[src/rtl/oc_pkg.sv]
package oc_pkg;
  typedef enum logic [2:0] {
    OC_FROZEN = 3'b000,
    OC_SET    = 3'b001,
    OC_CLR    = 3'b010,
    OC_TOG    = 3'b011,
    OC_LOW    = 3'b100,
    OC_HIGH   = 3'b101,
    OC_PWM_A  = 3'b110,
    OC_PWM_B  = 3'b111
  } oc_mode_e;

  typedef enum logic [1:0] {
    SEL_OUT       = 2'b00,
    SEL_IN_DIRECT = 2'b01,
    SEL_IN_CROSS  = 2'b10,
    SEL_IN_TRIG   = 2'b11
  } oc_sel_e;
endpackage

[src/rtl/oc_sel_reg.sv]
module oc_sel_reg
  import oc_pkg::*;
(
  input  logic       clk,
  input  logic       rst_n,
  input  logic       chan_en,
  input  logic       wr,
  input  logic [1:0] wdata,
  output oc_sel_e    sel_q,
  output logic       is_output
);
  logic accept;
  assign accept = wr && !chan_en;

  always_ff @(posedge clk or negedge rst_n) begin
    if (!rst_n) sel_q <= SEL_OUT;
    else if (accept) sel_q <= oc_sel_e'(wdata);
  end

  assign is_output = (sel_q == SEL_OUT);

  // the select is locked while the channel is enabled
  a_r3_sel_locked: assert property (@(posedge clk) disable iff (!rst_n)
    (chan_en && wr) |=> $stable(sel_q));
  // an unlocked write lands
  a_r2_sel_write: assert property (@(posedge clk) disable iff (!rst_n)
    (!chan_en && wr) |=> (sel_q == $past(wdata)));
endmodule

[src/rtl/oc_cmp.sv]
module oc_cmp #(
  parameter int CNT_W = 16
) (
  input  logic [CNT_W-1:0] count,
  input  logic [CNT_W-1:0] compare,
  output logic             eq,
  output logic             lt
);
  always_comb begin
    eq = (count == compare);
    lt = (count < compare);
  end
endmodule

[src/rtl/oc_ref_gen.sv]
module oc_ref_gen
  import oc_pkg::*;
(
  input  logic     clk,
  input  logic     rst_n,
  input  oc_mode_e mode,
  input  logic     out_dir,
  input  logic     tick,
  input  logic     eq,
  input  logic     lt,
  output logic     ref_q,
  output logic     evt_q
);
  logic hit;
  logic ref_d;

  assign hit = tick && eq;

  always_comb begin
    ref_d = ref_q;
    if (!out_dir) begin
      ref_d = 1'b0;
    end else begin
      unique case (mode)
        OC_FROZEN: ref_d = ref_q;
        OC_SET:    ref_d = hit ? 1'b1 : ref_q;
        OC_CLR:    ref_d = hit ? 1'b0 : ref_q;
        OC_TOG:    ref_d = hit ? !ref_q : ref_q;
        OC_LOW:    ref_d = 1'b0;
        OC_HIGH:   ref_d = 1'b1;
        OC_PWM_A:  ref_d = lt;
        OC_PWM_B:  ref_d = lt || eq;
        default:   ref_d = ref_q;
      endcase
    end
  end

  always_ff @(posedge clk or negedge rst_n) begin
    if (!rst_n) begin
      ref_q <= 1'b0;
      evt_q <= 1'b0;
    end else begin
      ref_q <= ref_d;
      evt_q <= hit && out_dir;
    end
  end

  a_r4_input_quiet: assert property (@(posedge clk) disable iff (!rst_n)
    !out_dir |=> (!ref_q && !evt_q));
  a_r5_frozen_hold: assert property (@(posedge clk) disable iff (!rst_n)
    (out_dir && mode == OC_FROZEN) |=> $stable(ref_q));
  a_r6_set_hit: assert property (@(posedge clk) disable iff (!rst_n)
    (out_dir && mode == OC_SET && hit) |=> ref_q);
  a_r7_clr_hit: assert property (@(posedge clk) disable iff (!rst_n)
    (out_dir && mode == OC_CLR && hit) |=> !ref_q);
  a_r8_toggle: assert property (@(posedge clk) disable iff (!rst_n)
    (out_dir && mode == OC_TOG && hit) |=> (ref_q != $past(ref_q)));
  a_r9_force_low: assert property (@(posedge clk) disable iff (!rst_n)
    (out_dir && mode == OC_LOW) |=> !ref_q);
  a_r9_force_high: assert property (@(posedge clk) disable iff (!rst_n)
    (out_dir && mode == OC_HIGH) |=> ref_q);
  a_r10_pwm_a: assert property (@(posedge clk) disable iff (!rst_n)
    (out_dir && mode == OC_PWM_A) |=> (ref_q == $past(lt)));
  a_r11_pwm_b: assert property (@(posedge clk) disable iff (!rst_n)
    (out_dir && mode == OC_PWM_B && !lt && !eq) |=> !ref_q);
  a_r12_event: assert property (@(posedge clk) disable iff (!rst_n)
    (out_dir && tick && eq) |=> evt_q);
  a_r12_no_event: assert property (@(posedge clk) disable iff (!rst_n)
    !(tick && eq) |=> !evt_q);
endmodule

[src/rtl/oc_channel.sv]
module oc_channel
  import oc_pkg::*;
#(
  parameter int CNT_W = 16
) (
  input  logic             clk,
  input  logic             rst_n,
  input  logic [CNT_W-1:0] count,
  input  logic [CNT_W-1:0] compare,
  input  logic [2:0]       mode,
  input  logic             chan_en,
  input  logic             sel_wr,
  input  logic [1:0]       sel_wdata,
  input  logic             cnt_tick,
  output logic             ref_out,
  output logic             cmp_event,
  output logic [1:0]       dir_sel
);
  oc_sel_e sel_q;
  logic    out_dir;
  logic    eq, lt;

  oc_sel_reg u_sel (
    .clk(clk), .rst_n(rst_n), .chan_en(chan_en), .wr(sel_wr),
    .wdata(sel_wdata), .sel_q(sel_q), .is_output(out_dir)
  );

  oc_cmp #(.CNT_W(CNT_W)) u_cmp (
    .count(count), .compare(compare), .eq(eq), .lt(lt)
  );

  oc_ref_gen u_ref (
    .clk(clk), .rst_n(rst_n), .mode(oc_mode_e'(mode)), .out_dir(out_dir),
    .tick(cnt_tick), .eq(eq), .lt(lt), .ref_q(ref_out), .evt_q(cmp_event)
  );

  assign dir_sel = sel_q;

  // outputs idle right after reset
  a_r1_reset_idle: assert property (@(posedge clk)
    $rose(rst_n) |-> (!ref_out && !cmp_event && dir_sel == 2'b00));
endmodule

[config.mk]
export PLATFORM = sky130hd
export DESIGN_NAME = oc_channel
export DESIGN_NICKNAME = d
export VERILOG_FILES = /design/src/rtl/oc_pkg.sv /design/src/rtl/oc_sel_reg.sv /design/src/rtl/oc_cmp.sv /design/src/rtl/oc_ref_gen.sv /design/src/rtl/oc_channel.sv
export SDC_FILE = /design/constraint.sdc
export NUM_CORES = 1
export LEC_CHECK = 0
export BUFFER_PORTS_ARGS = -buffer_cell sky130_fd_sc_hd__buf_2
export CORE_MARGIN = 2
export CORE_UTILIZATION = 42
export CTS_CLUSTER_SIZE = 28
export DETAILED_ROUTE_END_ITERATION = 6
export PLACE_DENSITY = 0.9
export SYNTH_ARGS = -nofsm -noshare
export SYNTH_HDL_FRONTEND = slang
export SYNTH_HIERARCHICAL = 1
export SYNTH_SLANG_ARGS = --single-unit
[constraint.sdc]
create_clock -name clk -period 1.32 [get_ports clk]
set_input_delay 0.132 -clock clk [delete_from_list [all_inputs] [get_ports clk]]
set_output_delay 0.132 -clock clk [all_outputs]
set_load 0.01 [all_outputs]
==> results.yml <==
sta:
  max_freq_mhz: 610
  final.period_utilization_pct: 124
  setup_viol: 2
  skew_ns: 0.000191
  final.setup.worst_slack_ns: -0.320
  rsz0062_at_grt: "true"
  drv_slew: 0
  tightest_slew_ns: 0.233
  min_period_ns: 1.64
  maxSlewHeadroom_pct: 84.5
  final_hold_viol_count: 0
cts:
  clock_path_buffers: 2
  h-tree-depth: 1
  clock_latency_ns: 0.22
  cts_root_buf: "clkbuf_4"
  cts_buffers: 3
  clkTransAtPathRegs_ns: 0.04
  clock_sinks: 4
  cts_tree: "done"
setup_path:
  reg2reg_from: "u_sel/sel_q[0]$_DFFE_PN0P_"
  startpoint_type: "input pin"
  critPathTopFamily: "simple AND/OR/NAND/NOR gates"
  required_ns: 1.42
  reg2reg_to: "u_ref/ref_q$_DFFE_PN0P_"
  critPathKind: "in -> reg"
  reg2regPathDepth: 3
  crit_fanout: 2
  cpMaxStageDelayCell: "or4_4"
  max_stage_delay_ns: 0.58
  endpoint_kind: "flip-flop"
  critical_path_buf_inv_count: 1
  reg2reg_slack_ns: 0.38
  worstPathArrival_ns: 1.74
  path_cells: "buf_2 > ha_4 > nand4_1 > or4_4 > a21oi_2 > nor3_2 > a221oi_2 > nor3_1"
power:
  clkPwrFrac_pct: 24.7
  p_int_uw: 402
  p_sw_share_pct: 31.1
  p_per_area_nw_per_um2: 539
  combPwrFrac_pct: 50.1
  p_seq_share_pct: 25.2
  p_total_uw: 583
  p_switching_uw: 181
  ir_drop_mv: 0.324
  leakagePower_uw: 0.000596
routing:
  drtIter0Drc: 8
  vias: 738
  post-route-drc-count: 0
  routedWlPerCell_um: 13.5
  ant_nets: 0
  wl_um: 1940
  first_pass_iters: 4
  viasPerCell: 5.13
synthesis:
  syn_avg_cell_area_sq_um: 8.33
  synthDistinctLibCells: 23
  synth_warnings: 6
  synth_fp_nets: 131
  synth_cells: 73
  syn-cell-area_sq_um: 608
  synth-seq-cells: 4
  synth_seq_area_share_pct: 16.5
global_route:
  grt_pass1_wl_um: 3120
  grt_use_total_pct: 22.6
  antenna_found_initial: 0
  grt_max_degree: 5
  grt_pass1_vias: 802
  gr-total-overflow: 0
min_path:
  hold_path_depth: 2
  hold_class: "in -> reg"
  hp-start: "sel_wdata[0]"
  min_to: "u_sel/sel_q[0]$_DFFE_PN0P_"
floorplanning:
  ios: 46
  core_sq_um: 1330
  die_y_um: 42.1
  rows: 13
  die_w_um: 42.1
  die_area_sq_um: 1770
  initial_utilization_pct: 45.6
run_status:
  violations: "negative setup slack"
  status: "complete, but fails checks"
layout:
  fin_area_sq_um: 1080
  layout_common_cells: "38 x buf_2, 13 x inv_1, 12 x ha_1"
  layout_commonest_cell: "buf_2"
  num_antenna_cells: 0
  final_nets: 189
  drive_gt1_share_pct: 55.8
  syn2layout_area_growth_pct: 77.8
place:
  gp_congestion: 0.764
  portBuffers: 45
  pre_cts_slack_ns: -0.563
  place_hpwl_um: 1440
  post_dp_cell_area_sq_um: 978
flow_run:
  cap_viol_max_count: 0
registers in the layout (all words and copies together), names as in the netlist:
signal	flops
u_ref/evt_q	1
u_ref/ref_q	1
u_sel/sel_q	2
cells by family after synthesis:
logic type | Yosys count | share of synthesized area (%)
adders and majority gates | 16 | 32.9
and+or+nand+nor | 20 | 18.7
muxes | 2 | 4.94
DFF | 4 | 16.5
AOI/OAI and AO/OA | 14 | 16.5
buffers and inverters | 17 | 10.5
area by class of cell:
type | instances | area (sq um)
tap | 15 | 18.8
clock buffer | 3 | 22.5
sequential | 4 | 100
fill | 84 | 253
inverter | 17 | 86.3
timing repair buffer | 53 | 343
multi-input combinational | 52 | 510
power groups by stage:
stage / Combinational, uW / Clock [uW] / Sequential (uW)
3_3_place_gp: 251 / 0 / 146
4_1_cts: 286 / 146 / 146
5_1_grt: 323 / 150 / 147
6_report: 292 / 144 / 147
2_1_floorplan: 132 / 0 / 151
3_5_place_dp: 263 / 0 / 148
per-stage QoR:
stage / util (%) / setup TNS [ns] / hold WS (ns) / cells
global placement: 73.4 / -0.888 / -0.0640 / 138
CTS: 81.1 / -0.356 / 0.142 / 144
floorplan: - / -0.351 / -0.164 / 73
finish: 81.1 / -0.432 / 0.146 / 144
global route: 81.1 / -0.535 / 0.148 / 144
detailed placement: 73.4 / -0.955 / -0.0636 / 138
synthesized netlist by cell type (all sizes together):
master / n / share of area (%)
a21o: 1 / 1.2
a21oi: 7 / 6.4
a221o: 1 / 1.6
a221oi: 1 / 2.5
a311oi: 1 / 1.4
and3: 1 / 1.2
dfrtp: 4 / 16
ha: 16 / 33
inv: 17 / 10
mux2: 2 / 4.9
nand2: 5 / 3.1
nand2b: 1 / 1.0
nand3: 2 / 1.6
nand4: 3 / 3.1
nor2: 3 / 1.9
nor2b: 2 / 3.3
nor3: 2 / 1.6
o211ai: 1 / 1.2
o21ai: 1 / 0.82
o31ai: 1 / 1.2
or4: 1 / 1.9
layer usage:
layer | up-vias | part of all wire [%] | global-route usage [%] | routed length (um)
li1 | 373 | - | - | -
met1 | 336 | 36 | 20.9 | 695
met2 | 27 | 58 | 47.5 | 1130
met3 | 2 | 5.0 | 2.16 | 97
met4 | 0 | 0.72 | 10.6 | 14
met5 | - | 0 | 0 | 0
worst register-to-register path: cells and delay by family, from the launching register on:
| family | cells | cell delay [ns] |
|---|---|---|
| AO/OA/AOI/OAI | 1 | 0.10 |
| flip-flops | 1 | 0.39 |
| AND/OR/NAND/NOR | 2 | 0.36 |
worst max-delay path by stage:
stage | cells after the start | slack [ns] | to | from
3_3_place_gp | 9 | -0.53 | u_ref/ref_q$_DFFE_PN0P_ | compare[10]
6_report | 8 | -0.32 | u_ref/ref_q$_DFFE_PN0P_ | count[10]
4_1_cts | 8 | -0.25 | u_ref/ref_q$_DFFE_PN0P_ | count[9]
2_1_floorplan | 8 | -0.30 | u_ref/ref_q$_DFFE_PN0P_ | compare[10]
3_5_place_dp | 9 | -0.56 | u_ref/ref_q$_DFFE_PN0P_ | compare[10]
5_1_grt | 9 | -0.38 | u_ref/ref_q$_DFFE_PN0P_ | compare[11]
what timing repair did:
item | CTS | global route
buffers inserted | 2 | 0
pin swaps | 4 | 0
hold buffers | 1 | 0
endpoints found under the hold margin | 4 | 0
gates resized for setup | 12 | 0
endpoints found under the setup margin | 2 | 2
(Power assumes the default switching activity.)
